===== src/rtl/exu_pkg.sv =====
`timescale 1ns/1ps
package exu_pkg;

    localparam int INSN_W = 32;
    localparam int OPC_W  = 6;
    localparam int FN_W   = 6;
    localparam int RIDX_W = 5;
    localparam int IMM_W  = 16;

    localparam int OPC_LSB = 26;
    localparam int RS_LSB  = 21;
    localparam int RT_LSB  = 16;
    localparam int RD_LSB  = 11;

    localparam logic [OPC_W-1:0] OPC_REG   = 6'd0;
    localparam logic [OPC_W-1:0] OPC_JMP   = 6'd2;
    localparam logic [OPC_W-1:0] OPC_JAL   = 6'd3;
    localparam logic [OPC_W-1:0] OPC_ADDI  = 6'd8;
    localparam logic [OPC_W-1:0] OPC_SLTI  = 6'd10;
    localparam logic [OPC_W-1:0] OPC_SLTIU = 6'd11;
    localparam logic [OPC_W-1:0] OPC_ORI   = 6'd13;
    localparam logic [OPC_W-1:0] OPC_LUI   = 6'd15;

    localparam logic [FN_W-1:0] FN_ADD = 6'd32;
    localparam logic [FN_W-1:0] FN_OR  = 6'd37;
    localparam logic [FN_W-1:0] FN_SLT = 6'd42;

    typedef enum logic [1:0] {
        FMT_REG,
        FMT_IMM,
        FMT_JMP
    } fmt_e;

    typedef enum logic [2:0] {
        ALU_ADD,
        ALU_OR,
        ALU_SLT,
        ALU_SLTU,
        ALU_PASS_B
    } alu_op_e;

    typedef enum logic [1:0] {
        EXT_SIGN,
        EXT_ZERO,
        EXT_UPPER
    } ext_e;

    typedef struct packed {
        fmt_e                fmt;
        alu_op_e             op;
        logic                use_imm;
        ext_e                ext;
        logic [RIDX_W-1:0]   dst;
        logic                bad;
    } dec_s;

endpackage


===== src/rtl/exu_decode.sv =====
`timescale 1ns/1ps
module exu_decode
    import exu_pkg::*;
#(
    parameter int XLEN = 32
) (
    input  logic [INSN_W-1:0] instr_i,
    output dec_s              dec_o,
    output logic [RIDX_W-1:0] rs_idx_o,
    output logic [RIDX_W-1:0] rt_idx_o,
    output logic [XLEN-1:0]   imm_o
);

    localparam int PAD_W = XLEN - IMM_W;

    logic [OPC_W-1:0]  opc;
    logic [FN_W-1:0]   fn;
    logic [RIDX_W-1:0] rd_idx;
    logic [IMM_W-1:0]  imm16;
    dec_s              dec_d;

    assign opc      = instr_i[OPC_LSB +: OPC_W];
    assign rs_idx_o = instr_i[RS_LSB +: RIDX_W];
    assign rt_idx_o = instr_i[RT_LSB +: RIDX_W];
    assign rd_idx   = instr_i[RD_LSB +: RIDX_W];
    assign fn       = instr_i[FN_W-1:0];
    assign imm16    = instr_i[IMM_W-1:0];

    // Layout and operation decode
    always_comb begin
        dec_d         = '0;
        dec_d.fmt     = FMT_IMM;
        dec_d.op      = ALU_ADD;
        dec_d.use_imm = 1'b1;
        dec_d.ext     = EXT_SIGN;
        dec_d.dst     = rt_idx_o;
        dec_d.bad     = 1'b0;
        if (opc == OPC_REG) begin
            dec_d.fmt     = FMT_REG;
            dec_d.use_imm = 1'b0;
            dec_d.dst     = rd_idx;
            unique case (fn)
                FN_ADD:  dec_d.op = ALU_ADD;
                FN_OR:   dec_d.op = ALU_OR;
                FN_SLT:  dec_d.op = ALU_SLT;
                default: dec_d.bad = 1'b1;
            endcase
        end else if (opc == OPC_JMP || opc == OPC_JAL) begin
            dec_d.fmt = FMT_JMP;
            dec_d.bad = 1'b1;
        end else begin
            unique case (opc)
                OPC_ADDI:  dec_d.op = ALU_ADD;
                OPC_SLTI:  dec_d.op = ALU_SLT;
                OPC_SLTIU: dec_d.op = ALU_SLTU;
                OPC_ORI: begin
                    dec_d.op  = ALU_OR;
                    dec_d.ext = EXT_ZERO;
                end
                OPC_LUI: begin
                    dec_d.op  = ALU_PASS_B;
                    dec_d.ext = EXT_UPPER;
                end
                default: dec_d.bad = 1'b1;
            endcase
        end
    end

    // Immediate widening
    always_comb begin
        unique case (dec_d.ext)
            EXT_ZERO:  imm_o = {{PAD_W{1'b0}}, imm16};
            EXT_UPPER: imm_o = {imm16, {PAD_W{1'b0}}};
            default:   imm_o = {{PAD_W{imm16[IMM_W-1]}}, imm16};
        endcase
    end

    assign dec_o = dec_d;

endmodule


===== src/rtl/exu_alu.sv =====
`timescale 1ns/1ps
module exu_alu
    import exu_pkg::*;
#(
    parameter int XLEN = 32
) (
    input  alu_op_e         op_i,
    input  logic [XLEN-1:0] a_i,
    input  logic [XLEN-1:0] b_i,
    output logic [XLEN-1:0] y_o
);

    logic lt_signed;
    logic lt_unsigned;

    assign lt_signed   = $signed(a_i) < $signed(b_i);
    assign lt_unsigned = a_i < b_i;

    always_comb begin
        unique case (op_i)
            ALU_ADD:    y_o = a_i + b_i;
            ALU_OR:     y_o = a_i | b_i;
            ALU_SLT:    y_o = {{(XLEN-1){1'b0}}, lt_signed};
            ALU_SLTU:   y_o = {{(XLEN-1){1'b0}}, lt_unsigned};
            ALU_PASS_B: y_o = b_i;
            default:    y_o = '0;
        endcase
    end

endmodule


===== src/rtl/exu_regfile.sv =====
`timescale 1ns/1ps
module exu_regfile #(
    parameter int XLEN   = 32,
    parameter int NREG   = 32,
    parameter int NPORTS = 2
) (
    input  logic                               clk_i,
    input  logic                               rst_ni,
    input  logic                               we_i,
    input  logic [$clog2(NREG)-1:0]            waddr_i,
    input  logic [XLEN-1:0]                    wdata_i,
    input  logic [NPORTS-1:0][$clog2(NREG)-1:0] raddr_i,
    output logic [NPORTS-1:0][XLEN-1:0]        rdata_o
);

    localparam int AW = $clog2(NREG);

    logic [XLEN-1:0] mem_q [NREG];
    logic [XLEN-1:0] mem_d [NREG];

    always_comb begin
        mem_d = mem_q;
        if (we_i && waddr_i != '0) begin
            mem_d[waddr_i] = wdata_i;
        end
        mem_d[0] = '0;
    end

    always_ff @(posedge clk_i or negedge rst_ni) begin
        if (!rst_ni) begin
            for (int i = 0; i < NREG; i++) begin
                mem_q[i] <= '0;
            end
        end else begin
            mem_q <= mem_d;
        end
    end

    for (genvar p = 0; p < NPORTS; p++) begin : g_rd
        logic [AW-1:0] ra;
        assign ra         = raddr_i[p];
        assign rdata_o[p] = (ra == '0) ? '0 : mem_q[ra];
    end

endmodule


===== src/rtl/fmt_exec_unit.sv =====
`timescale 1ns/1ps
module fmt_exec_unit
    import exu_pkg::*;
#(
    parameter int XLEN = 32,
    parameter int NREG = 32
) (
    input  logic              clk_i,
    input  logic              rst_ni,
    input  logic              valid_i,
    input  logic [INSN_W-1:0] instr_i,
    output logic [XLEN-1:0]   rs_data_o,
    output logic [XLEN-1:0]   rt_data_o,
    output logic [XLEN-1:0]   result_o,
    output logic              wr_en_o,
    output logic [RIDX_W-1:0] wr_addr_o,
    output logic              illegal_o,
    output logic              src_equal_o
);

    localparam int AW = $clog2(NREG);

    typedef struct packed {
        logic            we;
        logic [AW-1:0]   addr;
        logic [XLEN-1:0] data;
    } wb_s;

    dec_s                    dec;
    logic [RIDX_W-1:0]       rs_idx;
    logic [RIDX_W-1:0]       rt_idx;
    logic [XLEN-1:0]         imm;
    logic [XLEN-1:0]         opnd_b;
    logic [XLEN-1:0]         alu_y;
    logic [1:0][AW-1:0]      rf_raddr;
    logic [1:0][XLEN-1:0]    rf_rdata;
    wb_s                     wb_d;

    exu_decode #(.XLEN(XLEN)) u_dec (
        .instr_i  (instr_i),
        .dec_o    (dec),
        .rs_idx_o (rs_idx),
        .rt_idx_o (rt_idx),
        .imm_o    (imm)
    );

    assign rf_raddr[0] = AW'(rs_idx);
    assign rf_raddr[1] = AW'(rt_idx);

    exu_regfile #(.XLEN(XLEN), .NREG(NREG), .NPORTS(2)) u_rf (
        .clk_i   (clk_i),
        .rst_ni  (rst_ni),
        .we_i    (wb_d.we),
        .waddr_i (wb_d.addr),
        .wdata_i (wb_d.data),
        .raddr_i (rf_raddr),
        .rdata_o (rf_rdata)
    );

    assign opnd_b = dec.use_imm ? imm : rf_rdata[1];

    exu_alu #(.XLEN(XLEN)) u_alu (
        .op_i (dec.op),
        .a_i  (rf_rdata[0]),
        .b_i  (opnd_b),
        .y_o  (alu_y)
    );

    // Write-back request for the coming edge
    always_comb begin
        wb_d      = '0;
        wb_d.addr = AW'(dec.dst);
        wb_d.data = alu_y;
        wb_d.we   = valid_i && !dec.bad && (dec.dst != '0);
    end

    assign rs_data_o   = rf_rdata[0];
    assign rt_data_o   = rf_rdata[1];
    assign result_o    = alu_y;
    assign wr_en_o     = wb_d.we;
    assign wr_addr_o   = dec.dst;
    assign illegal_o   = dec.bad;
    assign src_equal_o = rf_rdata[0] == rf_rdata[1];

endmodule


===== config.mk =====
export PLATFORM = sky130hd
export DESIGN_NAME = fmt_exec_unit
export DESIGN_NICKNAME = d
export VERILOG_FILES = /design/src/rtl/exu_pkg.sv /design/src/rtl/exu_decode.sv /design/src/rtl/exu_alu.sv /design/src/rtl/exu_regfile.sv /design/src/rtl/fmt_exec_unit.sv
export SDC_FILE = /design/constraint.sdc
export NUM_CORES = 2
export LEC_CHECK = 0
export ABC_AREA = 1
export BUFFER_PORTS_ARGS = -buffer_cell sky130_fd_sc_hd__buf_2
export CELL_PAD_IN_SITES_DETAIL_PLACEMENT = 0
export CELL_PAD_IN_SITES_GLOBAL_PLACEMENT = 1
export CORE_MARGIN = 2
export CORE_UTILIZATION = 51
export CTS_BUF_LIST = sky130_fd_sc_hd__clkbuf_8
export DETAILED_ROUTE_END_ITERATION = 16
export PLACE_DENSITY = 0.89
export SETUP_SLACK_MARGIN = 0.4
export SLEW_MARGIN = 20
export SYNTH_ARGS = -nofsm -noshare
export SYNTH_HDL_FRONTEND = slang
export SYNTH_SLANG_ARGS = --single-unit

===== constraint.sdc =====
create_clock -name clk_i -period 11.2 [get_ports clk_i]
set_input_delay 1.12 -clock clk_i [delete_from_list [all_inputs] [get_ports clk_i]]
set_output_delay 1.12 -clock clk_i [all_outputs]
set_load 0.02 [all_outputs]

# [After elaboration in Yosys (flattened, before gate mapping)]
# Cells that the tools add are included.
[word_totals] ff_bits=992 inputBits=35 out_inout_bits=104 wordCells=98
[op_classes] addsub=1 order_cmp=6 eq_ne=17 muxes=26 bitwise_logic=4 n_reduce_logical=13
[ops] cell="$bwmux W1024" n=1
[ops] cell="$bmux W32 S5" n=2
[ops] cell="$mux W32" n=8
[ops] cell="$demux W32 S5" n=1
[ops] cell="$pmux W32 S5" n=1
[ops] cell="$lt A32 B32 Y1" n=2
[ops] cell="$pmux W32 S2" n=1
[ops] cell="$add A32 B32 Y32" n=1
[ops] cell="$eq A32 B32 Y1" n=1
[ops] cell="$or A32 B32 Y32" n=1
[ops] cell="$eq A6 B4 Y1 const B" n=5
[ops] cell="$eq A6 B6 Y1 const B" n=3
[ops] cell="$ge A6 B6 Y1 const B" n=3
[ops] cell="$not A5 Y6" n=3
[ops] cell="$eq A6 B2 Y1 const B" n=2
[ops] cell="$pmux W3 S4" n=1
[ops] cell="$logic_not A5 Y1" n=2
[ops] cell="$pmux W2 S2" n=2
[ops] cell="$eq A3 B2 Y1 const B" n=2
[ops] cell="$logic_not A6 Y1" n=1
[ops] cell="$lt A6 B1 Y1 const B" n=1
[ops] cell="$mux W3" n=2
[ops] cell="$mux W5" n=1
[ops] cell="$reduce_bool A5 Y1" n=1
[ops] cell="other kinds (12)" n=19

# [Longest topological paths before layout]
[logic_depth] word_depth=10 depth_mapped=31 ltp_nobuf=29

# [Modules after synthesis]
# Synthesis repeated with hierarchy kept, for this count alone.
[hier_totals] cells_unflattened=9969 hier_area_um2=63221.9
[by_module_without_submodules] module="exu_regfile" instances=1 cells_each=8852 area_each_um2=57475.1 seq_area_each_um2=24823.8
[by_module_without_submodules] module="exu_alu" instances=1 cells_each=737 area_each_um2=4071.4 seq_area_each_um2=0.0
[by_module_without_submodules] module="fmt_exec_unit" instances=1 cells_each=252 area_each_um2=1044.8 seq_area_each_um2=0.0
[by_module_without_submodules] module="exu_decode" instances=1 cells_each=128 area_each_um2=630.6 seq_area_each_um2=0.0

# [Least setup slack after synthesis]
# Ideal clock, no wire load.
[synth_timing] path_kind="input to output" start="input instr_i[31]" end="output result_o[12]" t_arrival_ps=4668 slack_ps=5412 path_stages=22 path_cell_list="nor2_4 -> inv_1 -> nor2_1 -> inv_1 -> nor2_1 -> inv_1 -> ha_1 -> nor2_1 -> inv_1 -> clkbuf_1 -> nand3_1 -> o21ai_1 -> inv_1 -> ha_1 -> inv_1 -> o21ai_0 -> a21oi_1 -> o21ai_1 -> or2_2 -> nand3_1 -> nand3_1 -> clkbuf_1"
[synth_via] elab_chain_cells=9 word_cells_on_any_way=26 classes_between="add/sub: 1; eq/ne: 12; mux: 9; bitwise: 1; reduce/logical: 3"
[synth_rtl] element="start: declaration" line_no="fmt_exec_unit.sv:11" source="input logic [INSN_W-1:0] instr_i,"
[synth_rtl] element="$eq A6 B4 Y1 or $eq A6 B2 Y1 (tied branches)" line_no="exu_decode.sv:52, exu_decode.sv:48"
[synth_rtl] element="$pmux W2 S2 or $logic_or A1 B1 Y1 (tied branches)" line_no="exu_decode.sv:52, exu_decode.sv:48"
[synth_rtl] element="$mux W2" line_no="exu_decode.sv:48" source="end else if (opc == OPC_JMP || opc == OPC_JAL) begin"
[synth_rtl] element="$mux W2" line_no="exu_decode.sv:38" source="if (opc == OPC_REG) begin"
[synth_rtl] element="$eq A2 B2 Y1 or $eq A2 B1 Y1 (tied branches)" line_no="exu_decode.sv:71" source="unique case (dec_d.ext)"
[synth_rtl] element="$pmux W32 S2" line_no="exu_decode.sv:71"
[synth_rtl] element="$mux W32" line_no="fmt_exec_unit.sv:60" source="assign opnd_b = dec.use_imm ? imm : rf_rdata[1];"
[synth_rtl] element="$add A32 B32 Y32 or $or A32 B32 Y32 (tied branches)" line_no="exu_alu.sv:21, exu_alu.sv:22"
[synth_rtl] element="$pmux W32 S5 (*)" line_no="exu_alu.sv:20" source="unique case (op_i)"
[synth_rtl] element="end: declaration" line_no="fmt_exec_unit.sv:14" source="output logic [XLEN-1:0] result_o,"
# Every way passes the cells marked *; elsewhere a longest branch is shown, timed or not.

# [Worst setup path after layout]
[layout_timing] start="input instr_i[16]" end="output result_o[16]"
[layout_via] elab_chain_cells=8 word_cells_on_any_way=10 classes_between="add/sub: 1; mux: 6; bitwise: 2; reduce/logical: 1"
[layout_rtl] element="$not A5 Y6 (not written as such)" line_no="exu_regfile.sv:42" source="assign rdata_o[p] = (ra == '0) ? '0 : mem_q[ra];"
[layout_rtl] element="$bmux W32 S5" line_no="exu_regfile.sv:42"
[layout_rtl] element="$mux W32 (not written as such) (2 in a row)" line_no="exu_regfile.sv:42"
[layout_rtl] element="$mux W32 (*)" line_no="exu_regfile.sv:42"
[layout_rtl] element="$mux W32 (*)" line_no="fmt_exec_unit.sv:60"
[layout_rtl] element="$add A32 B32 Y32 or $or A32 B32 Y32 (tied branches)" line_no="exu_alu.sv:21, exu_alu.sv:22"
[layout_rtl] element="$pmux W32 S5 (*)" line_no="exu_alu.sv:20"
# Every way passes the cells marked *; elsewhere a longest branch is shown, timed or not. The select of a mux whose other input is x is not followed.

==> results.rst <==
.. list-table::
   :header-rows: 1

   * - Metric
     - Value
   * - Pwr per Cell Area
     - 147.8 nW/um^2
   * - CP arrival
     - 7860 ps
   * - Post-CTS repair timing setup buffer count
     - 0
   * - Total clock sinks
     - 992
   * - Setup total negative slack
     - 0 ps
   * - Max-cap viol count
     - 0
   * - Detail-routed net length per standard cell
     - 24.94 microns
   * - Number of flip-flops in the largest register
     - 992
   * - Routability Congestion
     - 0.9747
   * - TritonCTS clock tree
     - built
   * - Initial antenna violation count
     - 2
   * - Shortest clock period the worst path allows after layout
     - 8984 ps
   * - Max-slew violation count
     - 0
   * - Area of the mapped netlist
     - 63560 sq um
   * - Net switching fraction of the power
     - 0.3747
   * - Overall Power
     - 10.03 mW
   * - Synth Register Bits
     - 992
   * - Die height
     - 357.0 microns
   * - Post-synthesis instance total
     - 9577
   * - Peak per-stage delay on the critical path
     - 810 ps
   * - Leading cell type in the layout, fill and taps excluded
     - nand2_1
   * - Wire length of the first global-routing pass
     - 407.1 mm
   * - Proportion of layout cells with a drive suffix above 1
     - 0.07756
   * - Most used cell along the critical path
     - nand2_1
   * - Placed cell areas
     - 64260 sq um
   * - Vias post-DR
     - 66180
   * - Area grow syn2layout
     - 6.805%
   * - Combinational cell fraction of total power
     - 0.254
   * - Maximum clock path buffer count
     - 3
   * - Number of global-route vias before repair
     - 61500
   * - Critical-path maximum fanout
     - 64
   * - Post-DP HPWL
     - 171.1 mm
   * - Total number of nets in the final design
     - 9472
   * - Top FF cell, synth
     - dfrtp_1
   * - Die area
     - 127500 sq um
   * - Share of the cycle needed by the critical path after routing
     - 0.8022
   * - Via/cell ratio
     - 5.953
   * - Antenna violation net count after detailed routing
     - 0
   * - Number of enable flip-flop cells after synthesis
     - 0
   * - H-tree level count
     - 4
   * - Number of buffer cells added on primary ports
     - 138
   * - Master cell of the clock root buffer
     - clkbuf_8
   * - Worst ir drop on vdd
     - 0.1394 mV
   * - Number of gates given a new drive strength after cts
     - 0
   * - Inserted Clock Buffers
     - 180
   * - Fillers
     - 12320
   * - Leakage
     - 33.92 nW
   * - Synth cell types
     - 45
   * - Global Route Usage Sum
     - 0.4301
   * - Pre-Repair DR Iteration Count
     - 8
   * - Starting DRT DRC Count
     - 9390
   * - Leading cell types in the layout, fill and taps excluded
     - nand2_1, nand3_1, dfrtp_1
   * - Worst-skew pair later-pin latency
     - 980 ps
   * - Count of endpoints failing setup in the final report
     - 0
   * - DRC violations left
     - 0
   * - Top-level I/O count
     - 139
   * - Actual slew at the worst max-slew pin
     - 1204 ps
   * - Placement row count
     - 129
   * - Outcome
     - finished, final reports clean
   * - Core region area
     - 123600 sq um
   * - Slew margin rel.
     - 0.1954
   * - Total congestion overflow
     - 0
   * - Nature of the critical path endpoint
     - output port
   * - Portion of total power attributed to the clock network
     - 0.354
   * - Initial cell density of the core
     - 0.5141
   * - Post-synthesis async set-or-reset flop share
     - 1.000
   * - Largest registers
     - u_rf.mem_q x992
   * - Required time of the critical path
     - 10080 ps
   * - Peak Freq
     - 111.3 MHz
   * - Die Span X
     - 357.0 microns
   * - Syn_nets
     - 9710
   * - Critical-path cell with the highest stage delay
     - buf_4
   * - Critical path's top delay family
     - buffers and inverters
   * - Total non-filler cell area in the finished layout
     - 67890 sq um
   * - Sequential share of power
     - 0.391
   * - Element type at the critical path start
     - primary input
   * - RSZ-0062 raised after global routing
     - false
   * - Sequence of cells on the critical path
     - buf_8 > inv_8 > buf_4 > buf_4 > nand2_1 > nand3_1 > nand3_1 > nand3_1 > nand2_1 > a21oi_1 > nand2_1 > nand2_1 > inv_2 > ha_1 > fa_1 > nand2_1 > o21ai_0 > a21oi_1 > inv_1 > nand2_1 > nand3_1 > nand3_1 > nand3_2 > buf_2
   * - Count of buffering cells on the critical path with inverters included
     - 7
   * - Worst Path Class, Setup
     - primary input to output port
   * - Average instance area after synthesis
     - 6.637 sq um
   * - Internal cell power
     - 6.275 mW
   * - Pin count of the biggest net entering global routing
     - 169
   * - Util after Layout
     - 0.5491
   * - Net switching power figure
     - 3.760 mW
   * - DRT Wirelength
     - 277.2 mm
   * - Register with the most flip-flops
     - u_rf.mem_q
   * - Final count of hold timing violations
     - 0
   * - YS warnings
     - 0
   * - Clock Pin Slew Worst Setup and Hold Paths
     - 60 ps
   * - Proportion of synthesized chip area in sequential cells
     - 0.3906
   * - Worst min-delay path class
     - primary input to async pin
   * - Cts hold-fix bufs
     - 0
   * - Worst Skew
     - 68.71 ps
==> per-stage QoR <==
step           hold WS, ps  cells  setup slack [ps]
2_1_floorplan        448.8   9577              5412
3_3_place_gp         462.7  10790              2590
3_5_place_dp         466.1  10790              2562
4_1_cts              213.0  11110              2553
5_1_grt              241.1  11120              2117
6_report             186.2  11120              2216
==> cell type report <==
class                   count  area, sq um  share of cell area
diodes                      4        10.01           0.0001474
clock buffers             225         3097             0.04562
clock inverters            94        523.0            0.007704
inverters                 977         3709             0.05463
multi-input cells        6915        31660              0.4663
flip-flops and latches    992        24820              0.3657
well taps                1637         2048             0.03017
repair buffers            273         2019             0.02975
==> synth_stat cells, drive strengths merged (4+ instances only) <==
| master | number | share of area |
|---|---|---|
| o21bai | 4 | 0.00047 |
| o21ai | 855 | 0.068 |
| o211ai | 195 | 0.024 |
| nand2 | 3811 | 0.23 |
| buf | 484 | 0.044 |
| nor3 | 13 | 0.0013 |
| nand4 | 63 | 0.0062 |
| a21oi | 289 | 0.023 |
| ha | 97 | 0.019 |
| xor2 | 7 | 0.00096 |
| or2 | 66 | 0.0065 |
| nand3b | 8 | 0.00094 |
| inv | 976 | 0.058 |
| dfrtp | 992 | 0.39 |
| nor2 | 170 | 0.013 |
| clkbuf | 209 | 0.012 |
| nand3 | 1324 | 0.11 |
==> layer usage <==
metal	share of wire	wire, microns	up-vias	GRT usage
met4	0.090	24850	2	0.3382
met2	0.42	117400	4333	0.6333
met1	0.38	105900	30860	0.5588
met5	0.000072	20	-	0
li1	-	-	29990	-
met3	0.10	29040	998	0.07878
==> cells by family after synthesis <==
kind of cell,Yosys count,synth area share
buffers and inverters,1670,0.1141
flip-flops,992,0.3906
AND/OR/NAND/NOR,5458,0.3592
XOR/XNOR,8,0.001102
AO/OA/AOI/OAI,1351,0.1156
adder cells (fa/ha/maj),98,0.01941
==> worst paths after layout <==
path,start,end,slack (ps),depth (start not counted)
setup / recovery,instr_i[16],result_o[16],2220,24
hold / removal,rst_ni,u_rf.mem_q[451],190,1
setup reg to reg,u_rf.mem_q[0],u_rf.mem_q[382],5910,25
hold reg to reg,u_rf.mem_q[445],u_rf.mem_q[445],480,2
max in group asynchronous,rst_ni,u_rf.mem_q[30],8760,3
min in group clk_i,u_rf.mem_q[445],u_rf.mem_q[445],480,2
==> power groups by stage <==
stage | combinational [mW] | sequential (mW) | clock, mW
2_1_floorplan | 1.51 | 3.95 | 0
5_1_grt | 2.70 | 3.94 | 3.73
3_3_place_gp | 2.46 | 3.97 | 0
4_1_cts | 2.49 | 3.92 | 3.56
3_5_place_dp | 2.48 | 3.98 | 0
6_report | 2.55 | 3.92 | 3.56
Note: power is estimated with default switching activity, not from simulation.
